**config.mk**
```make
export PLATFORM = sky130hd
export DESIGN_NAME = uart_tx_dbuf
export DESIGN_NICKNAME = d
export VERILOG_FILES = /design/src/rtl/uart_txd_pkg.sv /design/src/rtl/uart_txd_baud.sv /design/src/rtl/uart_txd_hold.sv /design/src/rtl/uart_txd_shift.sv /design/src/rtl/uart_tx_dbuf.sv
export SDC_FILE = /design/constraint.sdc
export NUM_CORES = 1
export LEC_CHECK = 0
export ABC_CLOCK_PERIOD_IN_PS = 2700
export BUFFER_PORTS_ARGS = -buffer_cell sky130_fd_sc_hd__buf_2
export CAP_MARGIN = 20
export CORE_ASPECT_RATIO = 1.5
export CORE_MARGIN = 5
export CORE_UTILIZATION = 45
export DETAILED_ROUTE_END_ITERATION = 8
export PLACE_DENSITY_LB_ADDON = 0.05
export SLEW_MARGIN = 15
export SYNTH_ARGS = -nofsm -noshare
export SYNTH_HDL_FRONTEND = slang
export SYNTH_SLANG_ARGS = --single-unit
```
**constraint.sdc**
```tcl
create_clock -name clk -period 2.7 [get_ports clk]
set_clock_uncertainty 0.2 [all_clocks]
set_input_delay 0.27 -clock clk [delete_from_list [all_inputs] [get_ports clk]]
set_output_delay 0.27 -clock clk [all_outputs]
set_load 0.01 [all_outputs]
```
**src/rtl/uart_txd_pkg.sv**
```systemverilog
package uart_txd_pkg;
    typedef enum logic [1:0] {
        TX_IDLE  = 2'd0,
        TX_START = 2'd1,
        TX_DATA  = 2'd2,
        TX_STOP  = 2'd3
    } tx_state_e;

    localparam int STAT_EMPTY_BIT = 0;
    localparam int STAT_DONE_BIT  = 1;
    localparam int DATA_BITS      = 8;
endpackage

```
**src/rtl/uart_txd_baud.sv**
```systemverilog
module uart_txd_baud #(
    parameter int DIV = 16
) (
    input  logic clk,
    input  logic rst_n,
    input  logic run,
    input  logic restart,
    output logic tick
);
    localparam int CW = (DIV > 2) ? $clog2(DIV) : 1;
    localparam logic [CW-1:0] LAST = CW'(DIV - 1);

    logic [CW-1:0] cnt_q;

    assign tick = run && (cnt_q == LAST);

    always_ff @(posedge clk or negedge rst_n) begin
        if (!rst_n)                cnt_q <= '0;
        else if (!run || restart)  cnt_q <= '0;
        else if (cnt_q == LAST)    cnt_q <= '0;
        else                       cnt_q <= cnt_q + 1'b1;
    end
endmodule

```
**src/rtl/uart_txd_hold.sv**
```systemverilog
module uart_txd_hold #(
    parameter int W = 8
) (
    input  logic         clk,
    input  logic         rst_n,
    input  logic         wr_en,
    input  logic [W-1:0] wr_data,
    input  logic         take,
    output logic         full,
    output logic [W-1:0] data
);
    always_ff @(posedge clk or negedge rst_n) begin
        if (!rst_n) begin
            full <= 1'b0;
            data <= '0;
        end else if (take) begin
            full <= 1'b0;
        end else if (wr_en && !full) begin
            full <= 1'b1;
            data <= wr_data;
        end
    end
endmodule

```
**src/rtl/uart_txd_shift.sv**
```systemverilog
module uart_txd_shift
    import uart_txd_pkg::*;
#(
    parameter int W = 8
) (
    input  logic         clk,
    input  logic         rst_n,
    input  logic         hold_full,
    input  logic [W-1:0] hold_data,
    input  logic         tick,
    output logic         take,
    output logic         done_set,
    output logic         run,
    output logic         line,
    output tx_state_e    state
);
    localparam int BW = (W > 2) ? $clog2(W) : 1;
    localparam logic [BW-1:0] LAST_BIT = BW'(W - 1);

    tx_state_e      state_q, state_d;
    logic [W-1:0]   shreg_q;
    logic [BW-1:0]  bit_q;

    always_comb begin
        state_d  = state_q;
        take     = 1'b0;
        done_set = 1'b0;
        unique case (state_q)
            TX_IDLE: begin
                if (hold_full) begin
                    take    = 1'b1;
                    state_d = TX_START;
                end
            end
            TX_START: begin
                if (tick) state_d = TX_DATA;
            end
            TX_DATA: begin
                if (tick && bit_q == LAST_BIT) state_d = TX_STOP;
            end
            TX_STOP: begin
                if (tick) begin
                    if (hold_full) begin
                        take    = 1'b1;
                        state_d = TX_START;
                    end else begin
                        done_set = 1'b1;
                        state_d  = TX_IDLE;
                    end
                end
            end
            default: state_d = TX_IDLE;
        endcase
    end

    always_ff @(posedge clk or negedge rst_n) begin
        if (!rst_n) state_q <= TX_IDLE;
        else        state_q <= state_d;
    end

    always_ff @(posedge clk or negedge rst_n) begin
        if (!rst_n) begin
            shreg_q <= '0;
            bit_q   <= '0;
        end else if (take) begin
            shreg_q <= hold_data;
            bit_q   <= '0;
        end else if (state_q == TX_DATA && tick) begin
            shreg_q <= shreg_q >> 1;
            bit_q   <= bit_q + 1'b1;
        end
    end

    always_comb begin
        unique case (state_q)
            TX_START: line = 1'b0;
            TX_DATA:  line = shreg_q[0];
            default:  line = 1'b1;
        endcase
        run   = (state_q != TX_IDLE);
        state = state_q;
    end
endmodule

```
**src/rtl/uart_tx_dbuf.sv**
```systemverilog
module uart_tx_dbuf
    import uart_txd_pkg::*;
#(
    parameter int DIV = 16
) (
    input  logic       clk,
    input  logic       rst_n,
    input  logic       wr_en,
    input  logic [7:0] wr_data,
    input  logic       ctl_wr,
    input  logic       ctl_done_w1,
    input  logic       irq_done_ack,
    output logic [1:0] status,
    output logic       irq_empty,
    output logic       irq_done,
    output logic       tx_line
);
    logic                 hold_full_w;
    logic [DATA_BITS-1:0] hold_data_w;
    logic                 take_w;
    logic                 done_set_w;
    logic                 run_w;
    logic                 tick_w;
    tx_state_e            state_w;
    logic                 done_q;

    uart_txd_hold #(.W(DATA_BITS)) hold_i (
        .clk     (clk),
        .rst_n   (rst_n),
        .wr_en   (wr_en),
        .wr_data (wr_data),
        .take    (take_w),
        .full    (hold_full_w),
        .data    (hold_data_w)
    );

    uart_txd_baud #(.DIV(DIV)) baud_i (
        .clk     (clk),
        .rst_n   (rst_n),
        .run     (run_w),
        .restart (take_w),
        .tick    (tick_w)
    );

    uart_txd_shift #(.W(DATA_BITS)) shift_i (
        .clk       (clk),
        .rst_n     (rst_n),
        .hold_full (hold_full_w),
        .hold_data (hold_data_w),
        .tick      (tick_w),
        .take      (take_w),
        .done_set  (done_set_w),
        .run       (run_w),
        .line      (tx_line),
        .state     (state_w)
    );

    // A new completion event takes priority over a clear in the same cycle.
    always_ff @(posedge clk or negedge rst_n) begin
        if (!rst_n)                                  done_q <= 1'b0;
        else if (done_set_w)                         done_q <= 1'b1;
        else if (irq_done_ack || (ctl_wr && ctl_done_w1)) done_q <= 1'b0;
    end

    always_comb begin
        status                 = '0;
        status[STAT_EMPTY_BIT] = !hold_full_w;
        status[STAT_DONE_BIT]  = done_q;
        irq_empty              = !hold_full_w;
        irq_done               = done_q;
    end
endmodule

```
* Yosys cells after proc, flatten, opt, wreduce, memory -nomap -nowiden
Cells that the tools add are included. Widths: inputs -> output; s select.
Storage, ports and cells: word-level logic and storage cells 58, register bits 27, output and inout bits 5
Cells by class: equality and inequality tests 9, multiplexer cells 23, bitwise logic cells 1, $add $sub $neg 2, reduce and logical (&&, ||, !) cells 16
Operator list (count):
- $mux 8 | 2
- $mux 1 | 10
- $mux 2 | 4
- $mux 4 | 2
- $pmux 2 s4 | 1
- $reduce_bool 2->1 | 4
- $mux 3 | 2
- $ne 2x1->1 const B | 3
- $logic_and 1x1->1 | 5
- $add 4x1->4 const B | 1
- $eq 2x2->1 const B | 2
- $eq 4x4->1 const B | 1
- $pmux 1 s2 | 2
- $reduce_and 4->1 | 1
- $add 3x1->3 const B | 1
- $eq 3x3->1 const B | 1
- $eq 2x1->1 const B | 1
- $logic_not 1->1 | 2
- $logic_not 2->1 | 1
- $logic_or 1x1->1 | 2
- $ne 2x2->1 const B | 1
- $reduce_and 2->1 | 1
- $not 1->1 | 1

* Longest topological paths before layout
Gate-level depths: netlist (run 1).
depth in word-level cells 6, depth in mapped cells 7, depth with buffers taken out 5

* Hierarchy
Synthesis (run 1) repeated with hierarchy kept, for this count alone.
Second synthesis, totals: cell total of the unflattened synthesis 108, area total of the unflattened synthesis 1367.6 um2
Modules (own cells, without submodules):
- uart_txd_shift | seq. area each 325.3 um2, times used 1, area an instance 785.8 um2, cells each 66
- uart_txd_hold | seq. area each 225.2 um2, times used 1, area an instance 341.6 um2, cells each 20
- uart_txd_baud | seq. area each 100.1 um2, times used 1, area an instance 180.2 um2, cells each 15
- uart_tx_dbuf | seq. area each 25.0 um2, times used 1, area an instance 60.1 um2, cells each 7

* Least setup slack after synthesis (run 1)
OpenSTA, ideal clock, no wires.
path kind reg-to-reg, start register shift_i.state_q[0], in the netlist shift_i.state[0], end register shift_i.state_q[1], in the netlist shift_i.state[1], clock period less this slack 1.834 ns, buffers on the path 1, stages on the path, launching flop included 7, slack 0.866 ns, arrival 1.506 ns, cell sequence dfrtp_1 -> inv_1 -> ha_1 -> buf_4 -> and4b_1 -> o221ai_2 -> mux2_1
On the way: word-level cells in the longest chain between the ends 5
RTL lines:
- start, declared | RTL line uart_txd_shift.sv:20 | tx_state_e state_q, state_d;
- start signal, assigned | RTL line uart_txd_shift.sv:58 | else state_q <= state_d;
- $reduce_bool 2->1 | RTL line uart_txd_shift.sv:80 | run = (state_q != TX_IDLE);
- $logic_and 1x1->1 | RTL line uart_txd_baud.sv:15 | assign tick = run && (cnt_q == LAST);
- $logic_and 1x1->1 | RTL line uart_txd_shift.sv:39 | if (tick && bit_q == LAST_BIT) state_d = TX_STOP;
- $ne 2x1->1 (no line)
- $reduce_and 4->1 (no line)
Parallel ways exist; a longest one is shown, timed or not. A chain may end at the register's enable or synchronous reset.

* Final worst setup path (run 1)
start register shift_i.state_q[1], in the netlist shift_i.state[1], end register shift_i.state_q[1], in the netlist shift_i.state[1]
The elaborated chain is that of the path after synthesis.

==> results of run 1 <==
worst max-delay path, cell delays in order, from the launching register on:
cell and delay (ns):
dfrtp_1 0.42, inv_1 0.09, ha_1 0.30, and4b_1 0.57, o221ai_2 0.21, mux2_1 0.35
area by class of cell:
class	count	area share, %
multi-input cells	83	41.2
repair buffers	24	8.87
clock buffers	4	2.85
well taps	40	3.17
flip-flops and latches	27	42.8
inverters	5	1.19
worst paths after layout:
| path | start | to | slack (ns) | depth (start not counted) |
|---|---|---|---|---|
| worst max register to register | shift_i.state[1] | shift_i.state[1] | 0.45 | 5 |
| worst min-delay path | wr_data[1] | hold_i.data[1] | 0.01 | 2 |
| worst max-delay path | shift_i.state[1] | shift_i.state[1] | 0.45 | 5 |
| min in group asynchronous | rst_n | baud_i.cnt_q[1] | 0.33 | 2 |
| max in group asynchronous | rst_n | baud_i.cnt_q[2] | 1.57 | 2 |
| worst min register to register | baud_i.cnt_q[0] | baud_i.cnt_q[0] | 0.30 | 1 |
sequential cells by signal (all words and copies together) (netlist names):
name and flops:
baud_i.cnt_q 4, hold_i.data 8, hold_i.full 1, irq_done 1
shift_i.bit_q 3, shift_i.shreg_q 8, shift_i.state 2
kinds of logic after synthesis:
group | after synthesis | synth area share [%]
flip-flops | 27 | 47.4
XOR/XNOR | 1 | 0.614
buffers and inverters | 16 | 7.02
multiplexers | 9 | 7.02
adder cells (fa/ha/maj) | 7 | 6.14
AND/OR/NAND/NOR | 34 | 12.7
AO/OA/AOI/OAI | 32 | 19.1
through the flow:
| step | utilization (%) | instance area [µm²] |
|---|---|---|
| finish | 51.0 | 1580 |
| detailed placement | 48.9 | 1520 |
| global placement | 48.9 | 1520 |
| CTS | 51.0 | 1580 |
| floorplan | - | 1430 |
| global route | 51.0 | 1580 |
synthesized netlist by cell type, types with 2 or more instances:
cell type / instances / area (µm²)
inv_1: 5 / 18.8
nand3_1: 9 / 45.0
nand2_1: 3 / 11.3
buf_4: 3 / 22.5
dfrtp_1: 27 / 676
nor2b_1: 2 / 12.5
nor3_1: 8 / 40.0
nor2_1: 4 / 15.0
nand2b_1: 2 / 12.5
o21ai_0: 12 / 60.1
a21oi_1: 3 / 15.0
a31oi_2: 7 / 87.6
mux2_1: 5 / 56.3
buf_2: 4 / 20.0
mux2_2: 3 / 33.8
a311oi_1: 2 / 17.5
ha_1: 7 / 87.6
clkbuf_1: 2 / 7.51
what timing repair did:
item                                   4_1_cts  5_1_grt
buffers inserted                             0        0
endpoints found under the hold margin       28        0
hold buffers                                 2        0
power by group through the flow:
stage / Sequential [µW] / Combinational, µW / Clock [µW]
floorplan: 665 / 687 / 0
global route: 730 / 884 / 255
global placement: 709 / 772 / 0
CTS: 706 / 800 / 239
detailed placement: 712 / 791 / 0
finish: 703 / 789 / 229
routing by layer:
layer / track usage (%) / routed length, µm
met5: 0 / 0
met4: 7.13 / 48
met3: 2.11 / 43
met2: 26.1 / 1590
met1: 16.4 / 1230
==> impl_metrics.csv, run 1 <==
group,metric,value,unit
power,pwr-share-comb,45.9,%
timing,hold_slack,0.0101,ns
clock_tree,cts_resized,0,
min_path,hold_path_class,"in2reg",
logic_synthesis,synthArstFlopShare,100,%
power,power_frac_seq,40.8,%
power,clkPwrFrac,13.3,%
critical_path,worstPathMaxFanout,11,
critical_path,cp-end-kind,"flip-flop",
power,power,1720,µW
layout,nets,165,
logic_synthesis,synth-edff-count,0,
die,ioPinCount,19,
power,peakVddDrop,0.540,mV
power,power_density,1090,nW/µm²
global_route,grt_usage,14.5,%
layout,final_cell_mix,"dfrtp_1 (27), buf_2 (18), o21ai_0 (12)",
logic_synthesis,yosysWarnings,0,
layout,drive_gt1_share,27.3,%
global_route,grt_overflow,0,
clock_tree,clockBufferDepth,2,
critical_path,critical_path_class,"reg2reg",
clock_tree,h-tree-depth,1,
logic_synthesis,syn_inst,126,
placement,gp_congestion,0.805,
layout,seqCellArea,676,µm²
power,swShare,39.7,%
logic_synthesis,ys.flop_type,"dfrtp_1",
global_route,grt_pass1_wl,5090,µm
drt,via_per_inst,5.51,
die,start_util,46.1,%
critical_path,worst_ep_arrival_time,2.21,ns
power,p_int,1040,µW
layout,instances_no_fill,183,
layout,area_growth,10.8,%
layout,multiInputGateArea,651,µm²
timing,slew_headroom,59.7,%
logic_synthesis,ys_seq_area_share,47.4,%
clock_tree,clock_latency,0.27,ns
global_route,grt_max_degree,28,
power,switchingPower,684,µW
drt,vias,1008,
timing,slew_violations,0,
logic_synthesis,ys_types,36,
logic_synthesis,syn_area,1430,µm²
clock_tree,numCtsBuffers,3,
timing,max_slew.worst_pin.slew,0.605,ns
drt,wl_per_cell,15.9,µm
layout,layout_commonest_cell,"dfrtp_1",
die,die_w,56.0,µm
timing,hold_viol,0,
timing,final.period_utilization,83.3,%
timing,timing.fmax,445,MHz
drt,drt_iter0_markers,28,
placement,dpl.cell_count,177,
timing,layout_min_cycle_time,2.25,ns
global_route,grt_pass1_vias,1116,
power,leakage,0.000680,µW
placement,numPortBuffers,18,
die,fp.dieH,79.0,µm
logic_synthesis,ys_ff_latch,27,
global_route,antenna_found_initial,0,
clock_tree,cts-root-buf,"clkbuf_8",
layout,diodes,0,
clock_tree,cts.sinks,27,
drt,wl,2920,µm
clock_tree,cts_tree,"done",
die,core-area,3100,µm²
logic_synthesis,synth_nets,147,
timing,rsz0062_at_grt,"no",
flow_run,maxCapViolations,0,
layout,n_fill_cell,289,
die,dieArea,4420,µm²
timing,setup_viol,0,
run_status,status,"finished, final reports clean",
critical_path,required,2.66,ns
timing,timing.final.ws_setup,0.451,ns
drt,drc_errors,0,
drt,ant_nets,0,
timing,setup_tns,0,ns
die,num_rows,25,
placement,place_ws,0.442,ns
logic_synthesis,avgSynthCellArea,11.3,µm²
critical_path,cp-start-kind,"flip-flop",
placement,hpwlAfterDp,2090,µm
drt,firstDrtPassIters,4,
clock_tree,clk_pin_slew,0.09,ns
No activity file was read; power rests on OpenSTA's default activity.
==> run 2, diff against run 1 <==
Settings changed: ABC_CLOCK_PERIOD_IN_PS 2700 to 2200.
Clock period 2.7 ns to 2.2 ns, I/O delays scaled along.
==> run 2 against run 1 <==
Effect of this change:
- critical path depth unchanged
- core utilization is 3.6 points higher
- sequential share of layout area decreased by 2.8 points
- die area is the same
- hold slack gained 0.015 ns
- final area up 7.1%
- clock-buffer cell count decreased by 1
- combinational power increased by 27%
- register-to-register slack got worse by 0.30 ns
- sequential power is 22% higher
- first-iteration DRC count decreased by 18%
- maximum frequency increased by 9.8%
- critical endpoint unchanged
==> impl_metrics.csv, run 2 (synthesized netlist as in run 1, its figures left out) <==
group,metric,value,unit
run_status,status,"finished, final reports clean",
global_route,grt_overflow,0,
drt,firstDrtPassIters,4,
global_route,grt_pass1_wl,5170,µm
global_route,grt_pass1_vias,1103,
layout,final_area,1690,µm²
timing,rsz0062_at_grt,"no",
drt,vias,1054,
timing,hold_viol,0,
power,peakVddDrop,0.774,mV
critical_path,cp-end-kind,"flip-flop",
die,ioPinCount,19,
critical_path,cp-start-kind,"flip-flop",
critical_path,worst_ep_arrival_time,2.02,ns
timing,final.period_utilization,93.2,%
drt,top_layer_used,"met4",
layout,final_cell_mix,"dfrtp_1 (27), buf_2 (18), o21ai_0 (12)",
drt,met3_length,49,µm
placement,place_area,1530,µm²
drt,ant_nets,0,
power,power_density,1270,nW/µm²
timing,slew_headroom,60.1,%
layout,area_growth,18.7,%
timing,setup_tns,0,ns
layout,instances_no_fill,194,
clock_tree,cts_tree,"done",
layout,nets,176,
clock_tree,h-tree-depth,1,
timing,max_slew.worst_pin.slew,0.599,ns
timing,timing.fmax,488,MHz
clock_tree,numCtsBuffers,3,
die,core-area,3100,µm²
critical_path,path_cells,"inv_1 > ha_2 > clkinvlp_4 > o221ai_2 > mux2_1",
placement,hpwlAfterDp,2070,µm
flow_run,maxCapViolations,0,
clock_tree,clk_pin_slew,0.10,ns
critical_path,slowest_stage,"dfrtp_1",
critical_path,critical_path_class,"reg2reg",
timing,setup_viol,0,
timing,slew_violations,0,
critical_path,path_buf_inv,2,
die,die_w,56.0,µm
clock_tree,clock_latency,0.27,ns
placement,dpl.cell_count,179,
placement,gp_congestion,0.835,
placement,numPortBuffers,18,
drt,wl_met2,1570,µm
critical_path,slowest_delay,0.42,ns
layout,layout_commonest_cell,"dfrtp_1",
critical_path,worstPathMaxFanout,13,
min_path,hold_path_class,"in2reg",
die,fp.dieH,79.0,µm
clock_tree,cts-root-buf,"clkbuf_8",
drt,wl_per_cell,14.9,µm
global_route,grt_usage,14.7,%
drt,wl,2890,µm
timing,layout_min_cycle_time,2.05,ns
layout,reg.largest.list,"hold_i.data x8, shift_i.shreg_q x8, baud_i.cnt_q x4",
die,num_rows,25,
global_route,antenna_found_initial,0,
layout,drive_gt1_share,29.9,%
layout,diodes,0,
drt,drc_errors,0,
critical_path,crit_family,"flip-flops",
critical_path,required,2.17,ns
drt,wl_met1,1220,µm
drt,drt_iter0_markers,23,
global_route,grt_max_degree,28,
die,dieArea,4420,µm²
clock_tree,clockBufferDepth,2,
clock_tree,cts.sinks,27,
die,start_util,46.1,%
power,leakage,0.000726,µW
drt,via_per_inst,5.43,
-- run 2: changes by cell type in the layout (fill, tap and decap cells not counted), sizes merged --
cell,before,now
inv,5,4
clkinv,0,1
dlygate4sd3,2,10
clkbuf,4,3
clkinvlp,0,1
buf,22,25
-- run 2: through the flow --
step | setup slack (ns) | hold slack, ns | power (µW) | utilization, %
global placement | 0.194 | 0.0677 | 1810 | 49.4
CTS | 0.101 | 0.0267 | 2150 | 54.1
detailed placement | 0.129 | 0.0701 | 1840 | 49.4
finish | 0.151 | 0.0248 | 2150 | 54.7
global route | 0.00481 | 0.0318 | 2340 | 54.7
floorplan | 0.366 | -0.276 | 1660 | -
-- run 2: final cells by class --
| cell class | count | area, µm² |
|---|---|---|
| multi-input cells | 83 | 656 |
| repair buffers | 35 | 243 |
| well taps | 40 | 50.0 |
| clock buffers | 3 | 41.3 |
| flip-flops and latches | 27 | 676 |
| inverters | 5 | 22.5 |
| fillers | 275 | 1400 |
| clock inverters | 1 | 5.00 |
-- run 2: worst paths after layout --
kind	cells after the start	endpoint	slack [ns]	startpoint
worst min-delay path	3	irq_done	0.02	ctl_done_w1
worst max-delay path	5	shift_i.state[1]	0.15	shift_i.state[0]
min in group asynchronous	2	baud_i.cnt_q[0]	0.28	rst_n
worst min register to register	1	hold_i.data[0]	0.30	hold_i.data[0]
max in group asynchronous	2	shift_i.shreg_q[0]	1.13	rst_n
worst max register to register	5	shift_i.state[1]	0.15	shift_i.state[0]
-- run 2: what timing repair did --
| item | 4_1_cts | 5_1_grt |
|---|---|---|
| setup endpoints to repair | 0 | 9 |
| hold buffers | 10 | 0 |
| hold endpoints to repair | 36 | 0 |
| buffers inserted | 0 | 1 |
| gates resized for setup | 0 | 3 |
-- run 2: layer usage --
layer | track usage, % | vias up
met5 | 0 | -
met4 | 5.70 | 0
met3 | 2.28 | 4
met2 | 26.6 | 13
met1 | 17.0 | 524
li1 | - | 513
-- run 2: report_power, final --
group / switching [µW] / total (µW) / internal, µW
sequential: 150 / 859 / 709
clock: 162 / 289 / 127
combinational: 539 / 1000 / 464
-- run 2: worst min-delay path, stage by stage --
cell and delay (ns):
buf_2 0.10, nand2_1 0.04, a32o_1 0.11
==> run 3, diff against run 2 <==
Settings changed: CTS_BUF_LIST from default to sky130_fd_sc_hd__clkbuf_8 sky130_fd_sc_hd__clkbuf_16, PLACE_DENSITY_LB_ADDON 0.05 to 0.25.
==> run 3 against run 2 <==
Effect of this change:
- via count rose by 0.95%
- sequential share of layout area rose by 0.24 points
- register-to-register slack improved by 0.04 ns
- maximum frequency rose by 2.0%
- global-route usage fell by 0.16 points
- critical path type unchanged
- largest cell class unchanged
==> impl_metrics.csv, run 3 (synthesized netlist as in run 1, its figures left out) <==
group,metric,value,unit
clock_tree,cts_tree,"done",
layout,area_growth,18.0,%
layout,final_cell_mix,"dfrtp_1 (27), buf_2 (18), o21ai_0 (12)",
drt,wl_per_cell,15.0,µm
layout,reg.largest.list,"hold_i.data x8, shift_i.shreg_q x8, baud_i.cnt_q x4",
timing,rsz0062_at_grt,"no",
die,ioPinCount,19,
power,peakVddDrop,0.723,mV
timing,slew_headroom,60.2,%
global_route,grt_max_degree,28,
layout,nets,176,
critical_path,critical_path_class,"reg2reg",
drt,vias,1064,
run_status,status,"finished, final reports clean",
die,num_rows,25,
drt,via_per_inst,5.48,
min_path,hold_end,"irq_done",
placement,numPortBuffers,18,
timing,setup_viol,0,
timing,final.period_utilization,91.3,%
die,core-area,3100,µm²
power,power_density,1260,nW/µm²
critical_path,worstPathMaxFanout,8,
layout,diodes,0,
critical_path,reg2regPathDepth,5,
critical_path,timing.rr.end,"shift_i.shreg_q[5]",
clock_tree,clk_pin_slew,0.09,ns
clock_tree,cts.sinks,27,
die,dieArea,4420,µm²
global_route,grt_usage,14.5,%
global_route,antenna_found_initial,0,
critical_path,critPathLaunch,"shift_i.state[0]",
global_route,grt_overflow,0,
power,leakage,0.000732,µW
critical_path,required,2.19,ns
global_route,grt_pass1_wl,5210,µm
timing,max_slew.worst_pin.slew,0.598,ns
layout,drive_gt1_share,27.3,%
min_path,hp-start,"ctl_done_w1",
flow_run,maxCapViolations,0,
timing,setup_tns,0,ns
layout,final_util,54.3,%
die,start_util,46.1,%
layout,n_fill_cell,281,
critical_path,cp-end-kind,"flip-flop",
min_path,whs_path_depth,3,
drt,drt_iter0_markers,27,
drt,firstDrtPassIters,4,
timing,timing.fmax,498,MHz
timing,layout_min_cycle_time,2.01,ns
critical_path,cp-start-kind,"flip-flop",
clock_tree,clock_latency,0.27,ns
global_route,grt_pass1_vias,1162,
clock_tree,h-tree-depth,1,
drt,drc_errors,0,
clock_tree,cts_resized,0,
min_path,hold_path_class,"in2reg",
placement,hpwlAfterDp,2140,µm
layout,layout_commonest_cell,"dfrtp_1",
die,die_w,56.0,µm
timing,hold_viol,0,
clock_tree,numCtsBuffers,3,
timing,slew_violations,0,
placement,gp_congestion,0.762,
clock_tree,clockBufferDepth,2,
critical_path,worst_ep_arrival_time,2.00,ns
critical_path,r2r_slack,0.19,ns
drt,ant_nets,0,
critical_path,regToRegStartpoint,"shift_i.state[0]",
clock_tree,cts-root-buf,"clkbuf_8",
drt,wl,2900,µm
die,fp.dieH,79.0,µm
-- run 3: routing by layer --
layer	vias to the layer above	routed length, µm	GRT usage [%]	share of wire, %
met5	-	0	0	0
met4	0	25	4.51	0.86
met3	4	72	2.11	2.5
met1	528	1280	17.6	44
met2	18	1520	26.1	53
li1	514	-	-	-
-- run 3: worst max-delay path, stage by stage (launching register included) --
cell	delay, ns
dfrtp_1	0.40
inv_1	0.10
ha_1	0.30
nand2b_1	0.26
or2_1	0.46
a31oi_2	0.21
-- run 3: per-stage QoR --
stage	total power [µW]	instance area [µm²]	instances	setup slack [ns]	hold WS, ns
floorplan	1660	1430	126	0.366	-0.276
global placement	1800	1530	179	0.199	0.0555
detailed placement	1840	1530	179	0.123	0.0648
CTS	2140	1680	193	0.100	0.0310
global route	2290	1680	194	0.0809	0.0622
finish	2120	1680	194	0.191	0.0297
-- run 3: layout make-up --
cell class,count,area (µm²),share of cell area (%)
flip-flops and latches,27,676,40.1
multi-input cells,83,651,38.7
repair buffers,35,243,14.4
well taps,40,50.0,2.97
clock buffers,3,41.3,2.45
inverters,5,18.8,1.12
clock inverters,1,3.75,0.223
-- run 3: what timing repair did --
| item | 4_1_cts | 5_1_grt |
|---|---|---|
| setup buffers | 0 | 1 |
| hold buffers | 10 | 0 |
| hold endpoints to repair | 36 | 0 |
| setup endpoints to repair | 0 | 8 |
-- run 3: worst max path at each step --
stage,end,slack [ns]
finish,shift_i.shreg_q[5],0.19
detailed placement,shift_i.bit_q[0],0.12
CTS,shift_i.bit_q[0],0.10
global route,shift_i.shreg_q[4],0.08
floorplan,shift_i.state[1],0.37
global placement,shift_i.bit_q[0],0.20
-- run 3: where the power goes --
part	switching (µW)	internal [µW]	leakage (µW)	total, µW
Sequential	152	709	0.000327	861
Clock	153	125	0.0000269	278
Combinational	531	451	0.000378	982
